===== src/rtl/usb_csr_pkg.sv =====
package usb_csr_pkg;
    localparam int BUS_DW  = 8;
    localparam int BUS_AW  = 2;
    localparam int DEV_AW  = 7;
    localparam int EP_W    = 2;
    localparam int NUM_EP  = 3;
    localparam int CTRL_W  = 3;

    localparam logic [BUS_AW-1:0] OFS_CTRL = 2'd0;
    localparam logic [BUS_AW-1:0] OFS_ADDR = 2'd1;
    localparam logic [BUS_AW-1:0] OFS_STAT = 2'd2;

    typedef struct packed {
        logic pdwn;
        logic susp;
        logic frc;
        logic pend;
    } ctrl_state_t;

    typedef struct packed {
        logic [1:0]      pid_hi;
        logic            dir_in;
        logic [EP_W-1:0] ep;
    } stat_state_t;
endpackage


===== src/rtl/csr_ctrl_reg.sv =====
module csr_ctrl_reg
    import usb_csr_pkg::*;
(
    input  logic              clk,
    input  logic              rst_n,
    input  logic              wr_en,
    input  logic [CTRL_W-1:0] wdata,
    input  logic              activity,
    input  logic              irq_enable,
    input  logic              irq_ack,
    output logic [CTRL_W-1:0] ctrl_bits,
    output logic              irq_pend
);
    ctrl_state_t st_d, st_q;

    always_comb begin
        st_d = st_q;
        if (wr_en) begin
            st_d.pdwn = wdata[2];
            st_d.susp = wdata[1];
            st_d.frc  = wdata[0];
        end
        // hardware activity beats software set of suspend
        if (activity) st_d.susp = 1'b0;
        if (irq_ack)  st_d.pend = 1'b0;
        // release of forced reset raises the request; wins over ack
        if (st_q.frc && !st_d.frc && irq_enable) st_d.pend = 1'b1;
    end

    always_ff @(posedge clk or negedge rst_n) begin
        if (!rst_n) st_q <= '0;
        else        st_q <= st_d;
    end

    assign ctrl_bits = {st_q.pdwn, st_q.susp, st_q.frc};
    assign irq_pend  = st_q.pend;
endmodule


===== src/rtl/csr_addr_reg.sv =====
module csr_addr_reg
    import usb_csr_pkg::*;
#(
    parameter int AW = DEV_AW
) (
    input  logic          clk,
    input  logic          rst_n,
    input  logic          wr_en,
    input  logic [AW-1:0] wdata,
    input  logic          clear,
    output logic [AW-1:0] addr
);
    logic [AW-1:0] addr_d, addr_q;

    always_comb begin
        addr_d = addr_q;
        if (wr_en) addr_d = wdata;
        if (clear) addr_d = '0;
    end

    always_ff @(posedge clk or negedge rst_n) begin
        if (!rst_n) addr_q <= '0;
        else        addr_q <= addr_d;
    end

    assign addr = addr_q;
endmodule


===== src/rtl/csr_status_reg.sv =====
module csr_status_reg
    import usb_csr_pkg::*;
#(
    parameter int EPS = NUM_EP
) (
    input  logic            clk,
    input  logic            rst_n,
    input  logic            xfer_done,
    input  logic [1:0]      pid_hi,
    input  logic [EP_W-1:0] ep,
    input  logic            dir_in,
    output logic [BUS_DW-1:0] stat
);
    localparam int PAD_W = BUS_DW - $bits(stat_state_t);

    stat_state_t st_d, st_q;
    logic        ep_ok;

    assign ep_ok = (int'(ep) < EPS);

    always_comb begin
        st_d = st_q;
        if (xfer_done && ep_ok) begin
            st_d.ep = ep;
            if (ep == '0) st_d.pid_hi = pid_hi;
            else          st_d.dir_in = dir_in;
        end
    end

    always_ff @(posedge clk or negedge rst_n) begin
        if (!rst_n) st_q <= '0;
        else        st_q <= st_d;
    end

    assign stat = {st_q, {PAD_W{1'b0}}};
endmodule


===== src/rtl/usb_csr_bank.sv =====
module usb_csr_bank
    import usb_csr_pkg::*;
(
    input  logic              clk,
    input  logic              rst_n,
    input  logic              cpu_sel,
    input  logic              cpu_wr,
    input  logic [BUS_AW-1:0] cpu_addr,
    input  logic [BUS_DW-1:0] cpu_wdata,
    output logic [BUS_DW-1:0] cpu_rdata,
    input  logic              ev_activity,
    input  logic              ev_bus_reset,
    input  logic              ev_xfer_done,
    input  logic [3:0]        ev_pid,
    input  logic [EP_W-1:0]   ev_ep,
    input  logic              ev_dir_in,
    input  logic              irq_enable,
    input  logic              irq_ack,
    output logic              reg_off,
    output logic              suspend,
    output logic              if_reset,
    output logic              usbrst_irq
);
    logic              wr_ctrl, wr_addr;
    logic [CTRL_W-1:0] ctrl_bits;
    logic [DEV_AW-1:0] dev_addr;
    logic [BUS_DW-1:0] stat_word;

    assign wr_ctrl = cpu_sel && cpu_wr && (cpu_addr == OFS_CTRL);
    assign wr_addr = cpu_sel && cpu_wr && (cpu_addr == OFS_ADDR);

    csr_ctrl_reg u_ctrl (
        .clk        (clk),
        .rst_n      (rst_n),
        .wr_en      (wr_ctrl),
        .wdata      (cpu_wdata[CTRL_W-1:0]),
        .activity   (ev_activity),
        .irq_enable (irq_enable),
        .irq_ack    (irq_ack),
        .ctrl_bits  (ctrl_bits),
        .irq_pend   (usbrst_irq)
    );

    csr_addr_reg #(.AW(DEV_AW)) u_addr (
        .clk   (clk),
        .rst_n (rst_n),
        .wr_en (wr_addr),
        .wdata (cpu_wdata[DEV_AW-1:0]),
        .clear (ev_bus_reset || ctrl_bits[0]),
        .addr  (dev_addr)
    );

    csr_status_reg #(.EPS(NUM_EP)) u_stat (
        .clk       (clk),
        .rst_n     (rst_n),
        .xfer_done (ev_xfer_done),
        .pid_hi    (ev_pid[3:2]),
        .ep        (ev_ep),
        .dir_in    (ev_dir_in),
        .stat      (stat_word)
    );

    always_comb begin
        unique case (cpu_addr)
            OFS_CTRL: cpu_rdata = {{(BUS_DW-CTRL_W){1'b0}}, ctrl_bits};
            OFS_ADDR: cpu_rdata = {{(BUS_DW-DEV_AW){1'b0}}, dev_addr};
            OFS_STAT: cpu_rdata = stat_word;
            default:  cpu_rdata = '0;
        endcase
    end

    assign reg_off  = ctrl_bits[2];
    assign suspend  = ctrl_bits[1];
    assign if_reset = ctrl_bits[0];
endmodule


===== config.mk =====
export PLATFORM = sky130hd
export DESIGN_NAME = usb_csr_bank
export DESIGN_NICKNAME = d
export VERILOG_FILES = /design/src/rtl/usb_csr_pkg.sv /design/src/rtl/csr_ctrl_reg.sv /design/src/rtl/csr_addr_reg.sv /design/src/rtl/csr_status_reg.sv /design/src/rtl/usb_csr_bank.sv
export SDC_FILE = /design/constraint.sdc
export NUM_CORES = 1
export LEC_CHECK = 0
export ABC_AREA = 1
export ABC_CLOCK_PERIOD_IN_PS = 1200
export CAP_MARGIN = 20
export CORE_ASPECT_RATIO = 0.75
export CORE_MARGIN = 2
export CORE_UTILIZATION = 40
export CTS_BUF_LIST = sky130_fd_sc_hd__clkbuf_8 sky130_fd_sc_hd__clkbuf_16
export DETAILED_ROUTE_END_ITERATION = 10
export GPL_ROUTABILITY_DRIVEN = 0
export PLACE_DENSITY = 0.78
export SLEW_MARGIN = 10
export SYNTH_ARGS = -nofsm -noshare
export SYNTH_HDL_FRONTEND = slang
export SYNTH_SLANG_ARGS = --single-unit

===== constraint.sdc =====
create_clock -name clk -period 1.2 [get_ports clk]
set_input_delay 0.24 -clock clk [delete_from_list [all_inputs] [get_ports clk]]
set_output_delay 0.24 -clock clk [all_outputs]
set_load 0.005 [all_outputs]

; ---- After elaboration in Yosys (flattened, before gate mapping)
; Cells that the tools add are included.
[op_classes]
n_lt_le_gt_ge = 1
eq_ne = 2
n_mux = 7
bitwise = 1
n_reduce_logical = 15
[op_table]
columns = cell, count
row1 = 8-bit case mux with 3 select lines, 1
row2 = 7-bit 2-to-1 mux, 2
row3 = 1-bit logical AND, 6
row4 = 2-bit nonzero test, 3
row5 = 2-bit zero test, 2
row6 = 2-bit AND reduction, 2
row7 = 1-bit 2-to-1 mux, 3
row8 = 2-bit by 1-bit == test with 1-bit output (second input constant), 1
row9 = 2-bit == test (second input constant), 1
row10 = 2-bit less-than comparator (second input constant), 1
row11 = 2-bit 2-to-1 mux, 1
row12 = 1-bit zero test, 1
row13 = 1-bit logical OR, 1
row14 = 1-bit inverter, 1
[word_totals]
ff_bits = 16
out_inout_bits = 12
word_cells = 34

; ---- Depth between registers and ports, before layout
; Gate-level depths: netlist (run 1).
[depth]
depth_word = 7
ltp_mapped = 5
ltp_nobuf = 5

; ---- Hierarchy
; A second synthesis (run 1) with hierarchy kept.
[hier_totals]
cells_unflattened = 119
area_unflattened_um2 = 888.4
[by_module_without_submodules]
columns = mod, instances, cells_per_inst, area_each_um2
row1 = csr_addr_reg, 1, 31, 297.8
row2 = csr_status_reg, 1, 32, 256.5
row3 = csr_ctrl_reg, 1, 21, 168.9
row4 = usb_csr_bank, 1, 35, 165.2

; ---- Worst setup path after synthesis (run 1)
; Ideal clock, no wire load.
[synth_timing]
path_kind = register -> register
from = register u_ctrl.st_q, in the netlist u_ctrl.ctrl_bits[0]
to = register u_addr.addr_q[4] (netlist: u_addr.addr[4])
arrival_time_ps = 935
required_ps = 1134
slack_ps = 199
path_stages_with_launch = 5
path_buffers = 1
period_less_slack_ps = 1001
cell_sequence = dfrtp_1 nor2_2 buf_2 nand3_1 nand2_1
[synth_between]
elab_chain_len = 2
[synth_lines]
columns = element, line_no
row1 = start: declaration, csr_ctrl_reg.sv:14  ; ctrl_state_t st_d, st_q;
row2 = start signal: assignment, csr_ctrl_reg.sv:32  ; else st_q <= st_d;
row3 = 1-bit logical OR *, usb_csr_bank.sv:49  ; .clear (ev_bus_reset || ctrl_bits[0]),
row4 = 7-bit 2-to-1 mux / 2-bit nonzero test (equally long branches), -
row5 = end signal: assignment, csr_addr_reg.sv:23  ; else addr_q <= addr_d;
row6 = end: declaration, csr_addr_reg.sv:13  ; logic [AW-1:0] addr_d, addr_q;
; Mark *: on every way between the ends. The rest lies on a longest branch, timed or not.
; A chain may end at the register's enable or synchronous reset.

; ---- Worst setup path in the final report (run 1)
[layout_timing]
from = input cpu_addr[0]
to = output cpu_rdata[1]
[layout_between]
elab_chain_len = 2
[layout_lines]
columns = element, line_no
row1 = start: declaration, usb_csr_bank.sv:8  ; input logic [BUS_AW-1:0] cpu_addr,
row2 = "2-bit == test, or another cell as far along", usb_csr_bank.sv:64  ; unique case (cpu_addr)
row3 = 8-bit case mux with 3 select lines *, usb_csr_bank.sv:64
row4 = end: declaration, usb_csr_bank.sv:10  ; output logic [BUS_DW-1:0] cpu_rdata,
; Marks and branches as above.

==> results of run 1 <==
-- layout by cell type, fill, tap and decap left out, types with 2 or more instances in the layout --
cell / n
nor2_1: 2
buf_2: 5
nand4_1: 2
o21ai_1: 3
nor2_2: 2
buf_6: 4
nand2_1: 37
nor2_4: 2
clkbuf_2: 2
buf_8: 2
clkbuf_8: 3
dlygate4sd2_1: 4
clkdlybuf4s50_1: 20
nand3_1: 23
nand2_2: 4
buf_4: 19
inv_1: 11
o21ai_0: 2
dfrtp_1: 16
buf_12: 3
-- worst max-delay path: stages --
cell	delay, ns
buf_8	0.11
buf_6	0.11
nor2_4	0.10
buf_6	0.12
buf_6	0.09
nand2_2	0.05
nand2_1	0.07
buf_2	0.11
-- power groups by stage --
stage          clock network, mW  logic (mW)  registers [mW]
2_1_floorplan                  0       0.105           0.614
3_3_place_gp                   0       0.330           0.615
3_5_place_dp                   0       0.341           0.617
4_1_cts                    0.392       0.372           0.606
5_1_grt                    0.422       0.424           0.610
6_report                   0.389       0.389           0.609
-- flip-flops by register name, summed over array words and instances (netlist names) --
name              cells
u_ctrl.irq_pend       1
u_addr.addr           7
u_stat.stat           5
u_ctrl.ctrl_bits      3
-- layer usage --
layer | GRT usage | part of all wire
met3 | 0.0549 | 0.042
met5 | 0 | 0
met2 | 0.398 | 0.53
met4 | 0.0667 | 0.010
met1 | 0.250 | 0.42
-- worst paths after layout --
kind	start	end	slack (ns)
max	cpu_addr[0]	cpu_rdata[1]	-0.04
max reg2reg	u_ctrl.ctrl_bits[0]$_DFF_PN0_	u_addr.addr[0]$_DFFE_PN0P_	0.11
max in group asynchronous	rst_n	u_addr.addr[1]$_DFFE_PN0P_	0.71
min reg2reg	u_ctrl.irq_pend$_DFFE_PN0P_	u_ctrl.irq_pend$_DFFE_PN0P_	0.49
min in group clk	u_ctrl.irq_pend$_DFFE_PN0P_	u_ctrl.irq_pend$_DFFE_PN0P_	0.49
min	rst_n	u_ctrl.irq_pend$_DFFE_PN0P_	0.30
-- logic make-up (layout without fill, tap and decap cells) --
kind of cell | after synthesis | after routing | share of synthesized area
simple gates | 73 | 73 | 0.411
flops | 16 | 16 | 0.487
buf+inv | 14 | 76 | 0.0654
compound gates | 6 | 6 | 0.0365
-- layout make-up --
cell class	instances	area [um2]	share of cell area
clock buffers	3	41.3	0.0283
inverters	13	53.8	0.0368
multi-input cells	79	375	0.257
flip-flops and latches	16	400	0.274
well taps	24	30.0	0.0206
repair buffers	60	559	0.383
-- repair_timing --
action | 4_1_cts | 5_1_grt
buffers inserted | 12 | 2
cloned | 0 | 0
endpoints found under the setup margin | 22 | 7
gates resized for setup | 53 | 7
pin swaps | 3 | 3
==> results.sh, run 1 <==
export IMPL_outcome="finished, violations left"
export IMPL_violations="setup timing"
export IMPL_die_h_um=43.3
export IMPL_area_growth_pct=77.6
export IMPL_utilization=0.738
export IMPL_place_inst=178
export IMPL_detailedPlace_worstSlack_ns=-0.782
export IMPL_track_usage=0.217
export IMPL_synth_seq_area_share=0.487
export IMPL_critPathLaunchType="input pin"
export IMPL_powerDensity_nw_per_um2=949
export IMPL_yosysUniqueCellTypes=15
export IMPL_num_vias=930
export IMPL_h_tree_depth=1
export IMPL_drive_gt1_frac=0.292
export IMPL_combinationalPowerShare=0.280
export IMPL_clock_path_buffers=2
export IMPL_avgSynthCellArea_um2=7.54
export IMPL_hold_viol_final=0
export IMPL_die_area_um2=2440
export IMPL_worstSetupPathType="input pin to output pin"
export IMPL_switching_share=0.256
export IMPL_wirelength_um=2480
export IMPL_pwr_share_clk=0.281
export IMPL_firstDrtPassIters=4
export IMPL_clkSlewWorstSetupHoldPaths_ns=0.06
export IMPL_setup_violations_final=1
export IMPL_period_needed_ns=1.24
export IMPL_die_width_um=56.3
export IMPL_finalNonFillerCells=195
export IMPL_cts_tree="built"
export IMPL_rows=14
export IMPL_cts_made_buffers=3
export IMPL_cp_required_ns=0.96
export IMPL_worst_pin_slew_ns=0.228
export IMPL_fmax_mhz=804
export IMPL_final_max_slew_viol_count=0
export IMPL_hpwl_um=1730
export IMPL_power_internal_mw=1.03
export IMPL_crit_path_end_kind="output pin"
export IMPL_seq_power_share=0.439
export IMPL_synth_common_cells="nand2_1, nand3_1, dfrtp_1"
export IMPL_rsz0062_at_grt="true"
export IMPL_grt_pass1_vias=920
export IMPL_ys_top_cells_by_area="dfrtp_1, nand2_1, nand3_1, inv_1, nor2_4"
export IMPL_viasPerCell=4.77
export IMPL_yosysTopAreaCell="dfrtp_1"
export IMPL_min_period_over_period=1.04
export IMPL_power_mw=1.39
export IMPL_coreArea_um2=1980
export IMPL_nFillCells=150
export IMPL_worstPathArrival_ns=1.00
export IMPL_holdWs_ns=0.304
export IMPL_cts_hold_buf=0
export IMPL_synth_seq_cells=16
export IMPL_n_antenna_cell=0
export IMPL_dpl_cell_area_um2=1290
export IMPL_wl_per_cell_um=12.7
export IMPL_overflow=0
export IMPL_r2r_cells=5
export IMPL_critPathMaxFanout=2
export IMPL_slew_headroom=0.848
export IMPL_syn_nets=135
export IMPL_synthFlopType="dfrtp_1"
export IMPL_initial_core_util=0.415
export IMPL_drt_iter0_markers=37
export IMPL_p_leak_nw=0.815
export IMPL_yosysTopAreaCellShare=0.487
export IMPL_fin_area_um2=1460
export IMPL_synth_cell_area_um2=822
export IMPL_pin_count=38
export IMPL_yosys_warnings=0
export IMPL_synthCells=109
export IMPL_antenna_found_initial=0
export IMPL_cts_root_buf="clkbuf_8"
export IMPL_clock_latency_ns=0.25
export IMPL_nNetsFinal=199
export IMPL_p_switching_uw=355
export IMPL_ant_nets=0
export IMPL_finClkSkew_ns=0.00497
export IMPL_drc=0
export IMPL_hp_class="input pin to async pin"
export IMPL_grt_max_degree=17
export IMPL_fin_tns_setup_ns=-0.0445
export IMPL_clock_sinks=16
export IMPL_setup_ws_ns=-0.0445
export IMPL_drv_cap=0
export IMPL_synthArstFlopShare=1.00
export IMPL_ir_worst_vdd_v=0.00105
export IMPL_yosysMostFrequentCell="nand2_1"
export IMPL_port_buffers=34
export IMPL_synth_edf_count=0
export IMPL_grt_pass1_wl_um=3940
Power figures use the tool's default switching activity.
==> run 2: changes to the inputs <==
--- a/config.mk
+++ b/config.mk
@@ -8,13 +8,13 @@
 export ABC_AREA = 1
 export ABC_CLOCK_PERIOD_IN_PS = 1200
 export CAP_MARGIN = 20
-export CORE_ASPECT_RATIO = 0.75
 export CORE_MARGIN = 2
-export CORE_UTILIZATION = 40
+export CORE_UTILIZATION = 59
 export CTS_BUF_LIST = sky130_fd_sc_hd__clkbuf_8 sky130_fd_sc_hd__clkbuf_16
 export DETAILED_ROUTE_END_ITERATION = 10
+export DONT_BUFFER_PORTS = 1
 export GPL_ROUTABILITY_DRIVEN = 0
-export PLACE_DENSITY = 0.78
+export PLACE_DENSITY = 0.75
 export SLEW_MARGIN = 10
 export SYNTH_ARGS = -nofsm -noshare
 export SYNTH_HDL_FRONTEND = slang
==> results.sh, run 2 (synthesis gave the netlist of run 1 again) <==
export IMPL_outcome="complete, no violations"
export IMPL_ant_nets=0
export IMPL_nFillCells=112
export IMPL_r2r_cells=4
export IMPL_p_leak_nw=0.519
export IMPL_timing_rr_start="u_ctrl.ctrl_bits[0]$_DFF_PN0_"
export IMPL_track_usage=0.224
export IMPL_min_period_over_period=0.907
export IMPL_crit_path_end_kind="output pin"
export IMPL_rr_endpoint="u_addr.addr[1]$_DFFE_PN0P_"
export IMPL_grt_max_degree=17
export IMPL_ir_worst_vdd_v=0.00108
export IMPL_fin_tns_setup_ns=0
export IMPL_cts_tree="built"
export IMPL_fmax_mhz=919
export IMPL_port_buffers=0
export IMPL_clock_sinks=16
export IMPL_clkSlewWorstSetupHoldPaths_ns=0.06
export IMPL_rsz0062_at_grt="false"
export IMPL_hp_class="input pin to flip-flop"
export IMPL_rows=13
export IMPL_drv_cap=0
export IMPL_powerDensity_nw_per_um2=1350
export IMPL_n_antenna_cell=0
export IMPL_die_width_um=41.3
export IMPL_final_max_slew_viol_count=0
export IMPL_hold_viol_final=0
export IMPL_worst_pin_slew_ns=0.721
export IMPL_drive_gt1_frac=0.114
export IMPL_wl_per_cell_um=12.5
export IMPL_detailedPlace_worstSlack_ns=0.216
export IMPL_viasPerCell=5.41
export IMPL_final_cell_mix="nand2_1, nand3_1, dfrtp_1"
export IMPL_area_growth_pct=10.5
export IMPL_slew_headroom=0.518
export IMPL_critPathLaunchType="flip-flop"
export IMPL_startpoint="u_ctrl.ctrl_bits[0]$_DFF_PN0_"
export IMPL_worstSetupPathType="flip-flop to output pin"
export IMPL_grt_pass1_vias=608
export IMPL_wirelength_um=1620
export IMPL_drt_iter0_markers=8
export IMPL_overflow=0
export IMPL_firstDrtPassIters=4
export IMPL_die_area_um2=1710
export IMPL_place_inst=124
export IMPL_clock_latency_ns=0.25
export IMPL_hpwl_um=1240
export IMPL_cts_made_buffers=3
export IMPL_nNetsFinal=141
export IMPL_critPathMaxFanout=5
export IMPL_clock_path_buffers=2
export IMPL_grt_pass1_wl_um=2360
export IMPL_setup_ws_ns=0.111
export IMPL_finClkSkew_ns=0.00239
export IMPL_largest_reg_flops=7
export IMPL_die_h_um=41.3
export IMPL_pin_count=38
export IMPL_antenna_found_initial=0
export IMPL_cp_required_ns=0.96
export IMPL_coreArea_um2=1300
export IMPL_finalNonFillerCells=129
export IMPL_cts_root_buf="clkbuf_8"
export IMPL_critPathCapture="cpu_rdata[0]"
export IMPL_initial_core_util=0.632
export IMPL_h_tree_depth=1
export IMPL_drc=0
export IMPL_setup_violations_final=0
export IMPL_num_vias=698
export IMPL_period_needed_ns=1.09
export IMPL_layout_commonest_cell="nand2_1"
export IMPL_worstPathArrival_ns=0.85
export IMPL_rrSetupSlack_ns=0.21
-- run 2: changes by cell type in the layout (fill, tap and decap cells not counted), moves of 2 or more --
cell and change:
clkdlybuf4s50_1 -20, buf_4 -18, buf_2 -5, buf_6 -4, dlygate4sd2_1 -4, buf_12 -3, nand2_1 +3, nand2_2 -3
buf_8 -2, clkbuf_2 -2
-- run 2: critical path: stages (launching register included) --
cell and delay [ns]:
dfrtp_1 0.44, nand2_1 0.09, nand2_1 0.07
-- run 2: how the worst min path moves through the flow --
stage,startpoint,end,depth (start not counted),slack [ns]
finish,ev_dir_in,u_stat.stat[5]$_DFFE_PN0P_,2,0.1
global route,ev_dir_in,u_stat.stat[5]$_DFFE_PN0P_,2,0.12
CTS,ev_dir_in,u_stat.stat[5]$_DFFE_PN0P_,2,0.1
detailed placement,rst_n,u_stat.stat[6]$_DFFE_PN0P_,0,-0.06
global placement,rst_n,u_stat.stat[7]$_DFFE_PN0P_,0,-0.06
floorplan,rst_n,u_addr.addr[0]$_DFFE_PN0P_,0,-0.06
-- run 2: final cells by class --
| cell class | instances | area [um2] | area share |
|---|---|---|---|
| well taps | 15 | 18.8 | 0.0207 |
| flip-flops and latches | 16 | 400 | 0.441 |
| multi-input cells | 79 | 368 | 0.405 |
| clock buffers | 4 | 55.1 | 0.0606 |
| repair buffers | 2 | 17.5 | 0.0193 |
| inverters | 13 | 48.8 | 0.0537 |
-- run 2: per-stage QoR --
step	instance area [um2]	total power, mW	util	hold slack [ns]
6_report	908	1.22	0.698	0.100
2_1_floorplan	822	0.720	-	-0.0556
5_1_grt	908	1.28	0.698	0.118
4_1_cts	908	1.23	0.698	0.0993
3_3_place_gp	843	0.744	0.648	-0.0553
3_5_place_dp	843	0.750	0.648	-0.0551
-- run 2: timing repair --
item | in CTS | in global routing
resized for setup | 0 | 0
hold buffers | 1 | 0
buffers inserted | 0 | 0
setup endpoints to repair | 0 | 0
endpoints found under the hold margin | 16 | 0
-- run 2: power by group --
group	total [mW]	switching [mW]	internal, mW
clock	0.470	0.179	0.291
combinational	0.141	0.0936	0.0478
sequential	0.613	0.0314	0.581
-- run 2: per-layer routing --
layer | track usage | share of wire
met1 | 0.273 | 0.47
met2 | 0.359 | 0.45
met3 | 0.0532 | 0.050
met4 | 0.129 | 0.024
met5 | 0 | 0
==> run 3: changes to the inputs <==
--- a/config.mk
+++ b/config.mk
@@ -8,13 +8,13 @@
 export ABC_AREA = 1
 export ABC_CLOCK_PERIOD_IN_PS = 1200
 export CAP_MARGIN = 20
+export CORE_ASPECT_RATIO = 0.75
 export CORE_MARGIN = 2
-export CORE_UTILIZATION = 59
+export CORE_UTILIZATION = 24
 export CTS_BUF_LIST = sky130_fd_sc_hd__clkbuf_8 sky130_fd_sc_hd__clkbuf_16
 export DETAILED_ROUTE_END_ITERATION = 10
 export DONT_BUFFER_PORTS = 1
 export GPL_ROUTABILITY_DRIVEN = 0
-export PLACE_DENSITY = 0.75
 export SLEW_MARGIN = 10
 export SYNTH_ARGS = -nofsm -noshare
 export SYNTH_HDL_FRONTEND = slang
==> results.sh, run 3 (synthesis gave the netlist of run 1 again) <==
export IMPL_ant_nets=0
export IMPL_min_period_over_period=0.927
export IMPL_grt_max_degree=17
export IMPL_n_antenna_cell=0
export IMPL_wl_per_cell_um=12.6
export IMPL_critPathMaxFanout=5
export IMPL_worstPathArrival_ns=0.87
export IMPL_coreArea_um2=3290
export IMPL_grt_pass1_vias=667
export IMPL_port_buffers=0
export IMPL_rows=18
export IMPL_clock_path_buffers=2
export IMPL_period_needed_ns=1.11
export IMPL_cp_top_family="flip-flops"
export IMPL_timing_rr_start="u_ctrl.ctrl_bits[0]$_DFF_PN0_"
export IMPL_outcome="complete, no violations"
export IMPL_cp_common_cell="nand2_1"
export IMPL_wirelength_um=1930
export IMPL_area_growth_pct=12.6
export IMPL_min_from="ev_dir_in"
export IMPL_hpwl_um=1530
export IMPL_rr_endpoint="u_addr.addr[2]$_DFFE_PN0P_"
export IMPL_cp_required_ns=0.96
export IMPL_layout_commonest_cell="nand2_1"
export IMPL_antenna_found_initial=0
export IMPL_powerDensity_nw_per_um2=1240
export IMPL_final_max_slew_viol_count=0
export IMPL_drv_cap=0
export IMPL_rsz0062_at_grt="false"
export IMPL_slew_headroom=0.526
export IMPL_fin_tns_setup_ns=0
export IMPL_h_tree_depth=1
export IMPL_clock_latency_ns=0.24
export IMPL_holdWs_ns=0.123
export IMPL_die_h_um=54.7
export IMPL_cts_made_buffers=3
export IMPL_critPathLaunchType="flip-flop"
export IMPL_viasPerCell=4.69
export IMPL_num_vias=718
export IMPL_cts_tree="built"
export IMPL_hold_viol_final=0
export IMPL_p_leak_nw=0.512
export IMPL_cts_repair_resized=0
export IMPL_worst_pin_slew_ns=0.709
export IMPL_worstSetupPathType="flip-flop to output pin"
export IMPL_largest_reg_flops=7
export IMPL_rrSetupSlack_ns=0.20
export IMPL_cts_root_buf="clkbuf_8"
export IMPL_holdPathEnd="u_stat.stat[5]$_DFFE_PN0P_"
export IMPL_path_cells="nand2_1, nand2_1"
export IMPL_die_area_um2=3910
export IMPL_cpMaxStageDelayCell="dfrtp_1"
export IMPL_clkSlewWorstSetupHoldPaths_ns=0.06
export IMPL_dpl_cell_area_um2=875
export IMPL_pin_count=38
export IMPL_hp_class="input pin to flip-flop"
export IMPL_drive_gt1_frac=0.106
export IMPL_overflow=0
export IMPL_nNetsFinal=141
export IMPL_cts_setup_buffers=0
export IMPL_worst_path_largest_cell_delay_ns=0.44
export IMPL_track_usage=0.107
export IMPL_grt_pass1_wl_um=3080
export IMPL_final_cell_mix="nand2_1, nand3_1, dfrtp_1"
export IMPL_r2r_cells=4
export IMPL_crit_path_end_kind="output pin"
export IMPL_drc=0
export IMPL_hold_path_depth=2
export IMPL_initial_core_util=0.250
export IMPL_finClkSkew_ns=0.00210
export IMPL_die_width_um=71.6
export IMPL_cp_buffers_inverters=0
export IMPL_drt_iter0_markers=21
export IMPL_cts_hold_buf=1
export IMPL_firstDrtPassIters=4
export IMPL_setup_violations_final=0
export IMPL_ir_worst_vdd_v=0.000274
export IMPL_fmax_mhz=899
export IMPL_clock_sinks=16
export IMPL_fin_area_um2=926
run 3: changes by cell type in the layout (fill, tap and decap cells not counted), sizes merged:
cell	delta
clkbuf	-1
run 3: cell type report:
class	count	area (um2)
clock buffer	3	41.3
timing repair buffer	2	17.5
tap	40	50.0
fill	358	2360
inverter	13	48.8
multi-input combinational	79	368
sequential	16	400
run 3: layer usage:
metal,up-vias,track usage,share of wire
met3,6,0.0442,0.074
li1,362,-,-
met1,330,0.112,0.40
met4,0,0.0723,0.027
met2,20,0.182,0.50
met5,-,0,0
run 3: metrics by stage:
stage	cells	util	power (mW)	setup slack (ns)
global route	153	0.282	1.22	0.0320
detailed placement	149	0.266	0.756	0.216
global placement	149	0.266	0.748	0.245
floorplan	109	-	0.720	0.199
finish	153	0.282	1.15	0.0880
CTS	153	0.282	1.16	0.0863
run 3: worst max-delay path by stage:
stage,startpoint,to,slack [ns],depth (start not counted)
after CTS,u_ctrl.ctrl_bits[0]$_DFF_PN0_,cpu_rdata[0],0.09,2
after detailed placement,u_ctrl.ctrl_bits[0]$_DFF_PN0_,u_addr.addr[2]$_DFFE_PN0P_,0.22,4
after floorplan,u_ctrl.ctrl_bits[0]$_DFF_PN0_,u_addr.addr[4]$_DFFE_PN0P_,0.20,4
final,u_ctrl.ctrl_bits[0]$_DFF_PN0_,cpu_rdata[0],0.09,2
after global placement,u_ctrl.ctrl_bits[0]$_DFF_PN0_,u_addr.addr[3]$_DFFE_PN0P_,0.24,4
after global routing,u_ctrl.ctrl_bits[0]$_DFF_PN0_,cpu_rdata[0],0.03,2
run 3: power breakdown:
part | switching (mW) | total [mW] | internal, mW
clock | 0.171 | 0.393 | 0.222
sequential | 0.0318 | 0.613 | 0.581
combinational | 0.0964 | 0.144 | 0.0479
